<file path="src/rtl/vpa_pkg.sv">
package vpa_pkg;
  localparam int unsigned NUM_VEC   = 256;
  localparam int unsigned WORD_BITS = 32;
  localparam int unsigned VEC_W     = $clog2(NUM_VEC);
  localparam int unsigned SUB_W     = 4;
  localparam int unsigned CLASS_W   = VEC_W - SUB_W;
  typedef logic [VEC_W-1:0] vec_t;
endpackage

</file>
<file path="src/rtl/vpa_top_find.sv">
module vpa_top_find #(
  parameter int unsigned N     = vpa_pkg::NUM_VEC,
  parameter int unsigned WBITS = vpa_pkg::WORD_BITS,
  localparam int unsigned IW   = $clog2(N),
  localparam int unsigned NW   = N / WBITS,
  localparam int unsigned WW   = $clog2(NW),
  localparam int unsigned BW   = $clog2(WBITS)
) (
  input  logic [N-1:0]  bits,
  output logic          vld,
  output logic [IW-1:0] idx
);
  logic [NW-1:0]    word_nz;
  logic [WW-1:0]    top_w;
  logic [BW-1:0]    top_b;
  logic [WBITS-1:0] sel_word;

  for (genvar w = 0; w < NW; w++) begin : g_word
    assign word_nz[w] = |bits[w*WBITS +: WBITS];
  end

  always_comb begin
    top_w = '0;
    for (int w = 0; w < NW; w++) begin
      if (word_nz[w]) top_w = WW'(w);
    end
    sel_word = bits[top_w*WBITS +: WBITS];
    top_b = '0;
    for (int b = 0; b < WBITS; b++) begin
      if (sel_word[b]) top_b = BW'(b);
    end
  end

  assign vld = |word_nz;
  assign idx = {top_w, top_b};
endmodule

</file>
<file path="src/rtl/vpa_prio.sv">
module vpa_prio #(
  parameter int unsigned VW = vpa_pkg::VEC_W,
  parameter int unsigned SW = vpa_pkg::SUB_W
) (
  input  logic [VW-1:0] tpr,
  input  logic          isr_vld,
  input  logic [VW-1:0] isr_top,
  output logic [VW-1:0] ppr
);
  logic [VW-1:0] isr_eff;

  always_comb begin
    isr_eff = isr_vld ? isr_top : '0;
    if (tpr[VW-1:SW] >= isr_eff[VW-1:SW]) ppr = tpr;
    else                                  ppr = {isr_eff[VW-1:SW], {SW{1'b0}}};
  end
endmodule

</file>
<file path="src/rtl/vpa_offer.sv">
module vpa_offer #(
  parameter int unsigned VW = vpa_pkg::VEC_W,
  parameter int unsigned SW = vpa_pkg::SUB_W
) (
  input  logic          enabled,
  input  logic          irr_vld,
  input  logic [VW-1:0] irr_top,
  input  logic [VW-1:0] ppr,
  output logic          avail
);
  logic [VW-1:0] cls;

  assign cls   = {irr_top[VW-1:SW], {SW{1'b0}}};
  assign avail = enabled && irr_vld && (cls > ppr);
endmodule

</file>
<file path="src/rtl/vpa_core.sv">
module vpa_core #(
  parameter int unsigned NUM_VEC   = vpa_pkg::NUM_VEC,
  parameter int unsigned WORD_BITS = vpa_pkg::WORD_BITS,
  localparam int unsigned VW       = $clog2(NUM_VEC),
  localparam int unsigned SW       = vpa_pkg::SUB_W,
  localparam int unsigned CW       = VW - SW
) (
  input  logic          clk,
  input  logic          rst_n,
  input  logic          hw_en,
  input  logic          sw_en,
  input  logic          acc_valid,
  input  logic [VW-1:0] acc_vec,
  input  logic          acc_level,
  input  logic          tpr_wr,
  input  logic [VW-1:0] tpr_wdata,
  input  logic          cr8_wr,
  input  logic [CW-1:0] cr8_wdata,
  output logic [VW-1:0] tpr_rdata,
  output logic [CW-1:0] cr8_rdata,
  output logic [VW-1:0] ppr,
  output logic          irq_avail,
  output logic [VW-1:0] irq_vec,
  input  logic          ack_req,
  output logic          ack_grant,
  input  logic          eoi,
  output logic          eoi_bcast,
  output logic [VW-1:0] eoi_bcast_vec
);
  logic [NUM_VEC-1:0] irr_q, irr_n;
  logic [NUM_VEC-1:0] isr_q, isr_n;
  logic [NUM_VEC-1:0] tmr_q, tmr_n;
  logic [VW-1:0]      tpr_q, tpr_n;
  logic               bc_vld_q, bc_vld_n;
  logic [VW-1:0]      bc_vec_q, bc_vec_n;

  logic          enabled;
  logic          irr_vld, isr_vld;
  logic [VW-1:0] irr_top, isr_top;

  assign enabled = hw_en && sw_en;

  vpa_top_find #(.N(NUM_VEC), .WBITS(WORD_BITS)) i_irr_find (
    .bits(irr_q), .vld(irr_vld), .idx(irr_top)
  );

  vpa_top_find #(.N(NUM_VEC), .WBITS(WORD_BITS)) i_isr_find (
    .bits(isr_q), .vld(isr_vld), .idx(isr_top)
  );

  vpa_prio #(.VW(VW), .SW(SW)) i_prio (
    .tpr(tpr_q), .isr_vld(isr_vld), .isr_top(isr_top), .ppr(ppr)
  );

  vpa_offer #(.VW(VW), .SW(SW)) i_offer (
    .enabled(enabled), .irr_vld(irr_vld), .irr_top(irr_top),
    .ppr(ppr), .avail(irq_avail)
  );

  assign irq_vec       = irr_top;
  assign ack_grant     = ack_req && irq_avail;
  assign tpr_rdata     = tpr_q;
  assign cr8_rdata     = tpr_q[VW-1:SW];
  assign eoi_bcast     = bc_vld_q;
  assign eoi_bcast_vec = bc_vec_q;

  // Order inside one cycle: retire, then acknowledge, then accept.
  always_comb begin
    irr_n    = irr_q;
    isr_n    = isr_q;
    tmr_n    = tmr_q;
    tpr_n    = tpr_q;
    bc_vld_n = 1'b0;
    bc_vec_n = bc_vec_q;

    if (tpr_wr)      tpr_n = tpr_wdata;
    else if (cr8_wr) tpr_n = {cr8_wdata, {SW{1'b0}}};

    if (eoi && isr_vld) begin
      isr_n[isr_top] = 1'b0;
      if (tmr_q[isr_top]) begin
        tmr_n[isr_top] = 1'b0;
        bc_vld_n       = 1'b1;
        bc_vec_n       = isr_top;
      end
    end

    if (ack_grant) begin
      isr_n[irr_top] = 1'b1;
      irr_n[irr_top] = 1'b0;
    end

    if (acc_valid && enabled) begin
      if (!(irr_n[acc_vec] && acc_level)) begin
        irr_n[acc_vec] = 1'b1;
        tmr_n[acc_vec] = acc_level;
      end
    end
  end

  always_ff @(posedge clk or negedge rst_n) begin
    if (!rst_n) begin
      irr_q    <= '0;
      isr_q    <= '0;
      tmr_q    <= '0;
      tpr_q    <= '0;
      bc_vld_q <= 1'b0;
      bc_vec_q <= '0;
    end else begin
      irr_q    <= irr_n;
      isr_q    <= isr_n;
      tmr_q    <= tmr_n;
      tpr_q    <= tpr_n;
      bc_vld_q <= bc_vld_n;
      bc_vec_q <= bc_vec_n;
    end
  end


  ack_isr_set_chk: assert property (@(posedge clk) disable iff (!rst_n)
    ack_grant |=> isr_q[$past(irr_top)] && !irr_q[$past(irr_top)] || $past(acc_valid));


  offer_not_in_service_chk: assert property (@(posedge clk) disable iff (!rst_n)
    irq_avail |-> !isr_q[irq_vec]);


  eoi_empty_quiet_chk: assert property (@(posedge clk) disable iff (!rst_n)
    (eoi && !isr_vld && !ack_grant) |=> !bc_vld_q && $stable(isr_q));


  bcast_origin_chk: assert property (@(posedge clk) disable iff (!rst_n)
    bc_vld_q |-> $past(eoi) && $past(isr_vld) && !tmr_q[bc_vec_q] || $past(acc_valid));


  disabled_hold_chk: assert property (@(posedge clk) disable iff (!rst_n)
    !enabled |=> $stable(irr_q));
endmodule

</file>
<file path="config.mk">
export PLATFORM = sky130hd
export DESIGN_NAME = vpa_core
export DESIGN_NICKNAME = d
export VERILOG_FILES = /design/src/rtl/vpa_pkg.sv /design/src/rtl/vpa_top_find.sv /design/src/rtl/vpa_prio.sv /design/src/rtl/vpa_offer.sv /design/src/rtl/vpa_core.sv
export SDC_FILE = /design/constraint.sdc
export NUM_CORES = 2
export LEC_CHECK = 0
export ABC_AREA = 1
export BUFFER_PORTS_ARGS = -buffer_cell sky130_fd_sc_hd__buf_2
export CAP_MARGIN = 20
export CORE_MARGIN = 1.5
export CORE_UTILIZATION = 30
export CTS_BUF_LIST = sky130_fd_sc_hd__clkbuf_4
export DETAILED_ROUTE_END_ITERATION = 16
export GPL_TIMING_DRIVEN = 1
export PLACE_DENSITY = 0.55
export SLEW_MARGIN = 40
export SYNTH_ARGS = -nofsm -noshare
export SYNTH_HDL_FRONTEND = slang
export SYNTH_SLANG_ARGS = --single-unit
</file>
<file path="constraint.sdc">
create_clock -name clk -period 11.8 [get_ports clk]
set_clock_uncertainty 0.15 [all_clocks]
set_input_delay 3.54 -clock clk [delete_from_list [all_inputs] [get_ports clk]]
set_output_delay 3.54 -clock clk [all_outputs]
set_load 0.05 [all_outputs]
</file>
After elaboration in Yosys (flattened, before gate mapping)
Index checks and enable logic that the tools add are counted.

Reduce and logical (&&, ||, !) cells: 28. Equal/unequal tests: 0. Shift operators: 2. Add/subtract/negate cells: 0. Bitwise operators: 7. Multipliers: 0. Mux-type cells: 102. Div/mod/pow operators: 0. $lt $le $gt $ge: 8.

Operators with widths (number): $mux 256 (9); $and 256x256->256 (3); $not 256->256 (2); $or 256x256->256 (2); $reduce_or 256->1 (2); $shiftx 256x9->32 (2); $reduce_or 32->1 (14); $bwmux 256 (1); $mux 5 (32); $mux 4 (16); $mux 3 (16); $mux 8 (4); $lt 8x9->1 const B (3); $demux 1 s8 (3); $ge 8x1->1 const B (3); $bmux 1 s8 (2); $mux 2 (8); $mux 1 (11); $logic_and 1x1->1 (10); $gt 8x8->1 (1); $ge 4x4->1 (1); $reduce_and 2->1 (1); $reduce_bool 2->1 (1).

Memory bits (read-only): 0. Bits in latches: 0. Memories kept: 0. Register bits after elaboration: 785. Bits in writable memories: 0.

Logic depth before layout (Yosys ltp)
Word-level depth: 52. Depth in mapped cells: 68. Depth with buffers taken out: 65.

Modules after synthesis
A second synthesis with hierarchy kept.

Cells, all modules: 7056. Area total of the unflattened synthesis: 47718.3 um^2.

By module, submodules not included: vpa_core (cells an instance 5425, times used 1, area each 40198.6 um^2, sequential area each 19643.8 um^2); vpa_top_find (cells an instance 779, times used 2, area each 3562.2 um^2, sequential area each 0.0 um^2); vpa_prio (cells an instance 45, times used 1, area each 245.2 um^2, sequential area each 0.0 um^2); vpa_offer (cells an instance 28, times used 1, area each 150.1 um^2, sequential area each 0.0 um^2).

Least setup slack after synthesis
Ideal clock, no wire load.

Path kind: flip-flop to output port. Start point: register isr_q[113]. End point: output ack_grant. Path buffers: 8. Arrival: 7.330 ns. Slack: 0.780 ns. Data required time: 8.110 ns. Cell stages (with the launch flop): 37. Cells stage by stage: dfrtp_1 > nor4_1 > nand4_1 > nor2_1 > nand2_1 > nand2_1 > nand2_1 > nand2_2 > nand2_2 > buf_6 > buf_6 > buf_6 > buf_6 > buf_6 > buf_6 > buf_2 > or2_1 > a2111oi_4 > nand2_2 > nor2_1 > nand2_1 > nor3_2 > inv_2 > ha_1 > nand4_1 > o211ai_1 > clkbuf_1 > o21ai_0 > inv_1 > ha_1 > nand2_1 > nor4_1 > a31oi_1 > o41ai_1 > inv_1 > nand2_1 > inv_1.

Word-level cells in the longest chain between the ends: 29. Elaborated cells between the ends (all ways): 30. Classes of those cells: order compare (2); shift (1); mux (23); reduce/logical (4).

Ends and longest elaborated chain: from (decl) (RTL line vpa_core.sv:31) `logic [NUM_VEC-1:0] isr_q, isr_n;`; from (signal assigned) (RTL line vpa_core.sv:111) `isr_q <= isr_n;`; $reduce_or 32->1 (RTL line vpa_top_find.sv:19) `assign word_nz[w] = |bits[w*WBITS +: WBITS];`; $mux 2 (RTL line vpa_top_find.sv:25) `if (word_nz[w]) top_w = WW'(w);`; $mux 3 (4 in a row) (RTL line vpa_top_find.sv:25); $shiftx 256x9->32 (RTL line vpa_top_find.sv:27) `sel_word = bits[top_w*WBITS +: WBITS];`; $mux 5 (16 in a row) (RTL line vpa_top_find.sv:30) `if (sel_word[b]) top_b = BW'(b);`; $mux 8 * (RTL line vpa_prio.sv:13) `isr_eff = isr_vld ? isr_top : '0;`; $ge 4x4->1 (RTL line vpa_prio.sv:14) `if (tpr[VW-1:SW] >= isr_eff[VW-1:SW]) ppr = tpr;`; $mux 8 * (RTL line vpa_prio.sv:14); net ppr[4] (RTL line vpa_core.sv:21) `output logic [VW-1:0] ppr,`; $gt 8x8->1 * (RTL line vpa_offer.sv:14) `assign avail = enabled && irr_vld && (cls > ppr);`; $logic_and 1x1->1 * (RTL line vpa_offer.sv:14); net irq_avail (RTL line vpa_core.sv:22) `output logic irq_avail,`; $logic_and 1x1->1 * (RTL line vpa_core.sv:61) `assign ack_grant = ack_req && irq_avail;`; to (decl) (RTL line vpa_core.sv:25) `output logic ack_grant,`.

Mark *: on every way through the listed nets, which the timed path passes. The rest lies on a longest branch.

Worst setup path after layout
Start point: register isr_q[233]. End point: output ack_grant.

Word-level cells in the longest chain between the ends: 25. Elaborated cells between the ends (all ways): 26. Classes of those cells: order compare (2); shift (1); mux (19); reduce/logical (4).

Ends and longest elaborated chain (RTL line): $reduce_or 32->1 (vpa_top_find.sv:19); $mux 3 (vpa_top_find.sv:25); $shiftx 256x9->32 (vpa_top_find.sv:27); $mux 5 (16 in a row) (vpa_top_find.sv:30); $mux 8 * (vpa_prio.sv:13); $ge 4x4->1 (vpa_prio.sv:14); $mux 8 * (vpa_prio.sv:14); $gt 8x8->1 * (vpa_offer.sv:14); $logic_and 1x1->1 * (vpa_offer.sv:14); $logic_and 1x1->1 * (vpa_core.sv:61).

Mark *: on every way between the ends. The rest lies on a longest branch, timed or not.

==> reports/results.txt <==
run status = completed
top-count cell post-synth = nand2_1
Core ar. = 159100 µm²
WL met3 = 37.03 mm
Crit-path slowest cell = a21oi_4
Primary FF master, synth = dfrtp_1
ANT nets after route = 0
CTS root buf = clkbuf_4
Post-Route WL = 272.6 mm
Seq/Total Area, Yosys = 40.72%
Mapped Area = 48250 µm²
post-DR wirelength/cell = 28.92 µm
worst skew pair latency = 1320 ps
met2 wire length = 108.0 mm
fin. max-slew vios = 0
DRT iter0 DRCs = 8857
worst-path maximum fanout = 17
Setup Total Neg Slack = 0 ps
Nets = 7131
GPL Wtd Cong = 1.008
final hold violations = 0
PortBufs = 68
via count = 54.85k
top post-synthesis cells by count = nand2_1, o21ai_0, nor2_1, dfrtp_1, inv_1
Max Cap Viol = 0
Setup CP Type = reg -> out
io pins = 69
gr usage total = 32.57%
most used cell, CP = inv_1
Critical Path AT = 7710 ps
r2r startpoint = isr_q[233]
CP max stage delay = 520 ps
reg-to-reg setup timing slack = 1450 ps
hold crit path type = reg -> reg
worst path required time = 8110 ps
post-route setup slack = 403.0 ps
GR Overflow Total = 0
Clock Tree Buf Depth = 3
Place WS = 1299 ps
DRC = 0
startpoint types = register
Yosys cell types = 59
Yosys top cell by area = dfrtp_1
clock tree sinks = 785
syn_nets = 7139
area share of the largest cell type after synthesis = 40.72%
Max Clock Freq = 0.08774 GHz
number of global-route vias before repair = 50.63k
Syn. warnings = 0
top cells by area, synth = dfrtp_1, nand2_1, o21ai_0, nor2_1, inv_1
top cell family by delay on the critical path = simple AND/OR/NAND/NOR gates
critical path capture point type = primary output
final HPWL from detailed placement = 188.5 mm
Initial Utilization = 30.32%
antenna violations before repair = 25
fin crit share = 96.58%
CTS tree = yes
first-pass GRT wire length = 382.0 mm
die area = 163200 µm²
clock-pin slew on the worst setup and hold paths = 60 ps
WP buf/inv = 7
Area growth syn-to-layout = 11.14%
Die Y = 404.0 µm
Crit. path cell count = 30
R2R cell count = 51
Post-synth EDFFs = 0
site row count = 146
Cells after Synth = 7101
fin cells = 9424
largest net degree at the start of global routing = 146
met1 wire length = 110.9 mm
total CTS buffers = 228
Critical path origin = isr_q[233]
post-synthesis register bit count = 785
worst-margin pin slew = 952.1 ps
fraction of layout cells with a size suffix above 1 = 10.68%
Syn Area/Cell = 6.794 µm²
hold path start = eoi_bcast_vec[1]
slew margin rel. = 36.29%
Clock H-tree levels = 4
placed cell count = 9003
top sig layer = met5
Die Wd = 404.0 µm
Initial DRT Pass Iterations = 6
vias per cell = 5.820
min cycle time layout = 11400 ps
hold-critical path depth = 2
ys async rst share = 100.0%
Final setup viols = 0
final cells by class:
class,count,area [µm²]
fill,17414,105500
tap,2146,2685
sequential,785,19640
clock inverter,78,382.9
clock buffer,324,2432
timing repair buffer,233,1917
inverter,659,2504
multi-input combinational,5186,24020
antenna,13,32.53
worst register-to-register path: cells and delay by family, from the launching register on:
family,cells,cell delay (ps)
and+or+nand+nor,30,5360
DFF,1,390
buffers and inverters,8,1500
AOI/OAI and AO/OA,11,2180
adders and majority gates,2,600
kinds of logic (layout without fill, tap and decap cells):
logic type,Yosys count,in the layout,synth area share (%)
other,0,13,0
AOI/OAI and AO/OA,1617,1617,17.82
buffers and inverters,1130,1294,9.915
and+or+nand+nor,3554,3554,31.20
muxes,7,7,0.1452
DFF,785,785,40.72
adders and majority gates,8,8,0.2075
through the flow:
step                instance area, µm²  utilization, %  hold slack (ps)
CTS                              53410           33.57            321.3
global route                     53600           33.69            368.4
global placement                 50420           31.69            303.7
finish                           53620           33.70            319.6
detailed placement               50590           31.79            307.5
floorplan                        48250               -            301.1
sequential cells by signal, indices dropped and copies added, names as in the netlist:
| name | flops |
|---|---|
| eoi_bcast | 1 |
| eoi_bcast_vec | 8 |
| irr_q | 256 |
| isr_q | 256 |
| tmr_q | 256 |
| tpr_rdata | 8 |
layer usage:
metal  track usage (%)  up-vias
li1                  -    23448
met2             44.61     4170
met5                 0        -
met4             17.50       22
met3             11.00      799
met1             44.65    26409
final timing paths:
check / endpoint
worst max-delay path: ack_grant
worst min-delay path: eoi_bcast_vec[1]
worst max register to register: tmr_q[253]
worst min register to register: eoi_bcast_vec[1]
max in group asynchronous: tmr_q[79]
min in group asynchronous: isr_q[85]
timing repair:
item,4_1_cts,5_1_grt
setup endpoints to repair,1,2
gates resized for setup,2,21
hold buffers,0,0
pin swaps,0,5
setup buffers,0,4
placed cells by master, fill, tap and decap left out, types with 14 or more instances in the layout:
cell	count
a311oi_1	14
o21ai_1	268
a21oi_1	308
o21ai_0	864
nor4_1	63
buf_2	66
or2_2	15
a32o_1	16
buf_4	138
nor2_1	846
inv_1	578
nand2_1	1898
nor2_2	43
nor3_1	15
inv_2	73
nand2_2	15
nand4_1	221
nand3b_1	47
o211ai_1	34
a31oi_1	52
clkbuf_4	324
nand3_1	343
dfrtp_1	785
clkinv_1	59
nor2_4	15
o21a_1	17
buf_12	14
Power is left out: the tool's default activity adds up to more than one toggle a clock period on the data nets, which glitch-free logic cannot reach.
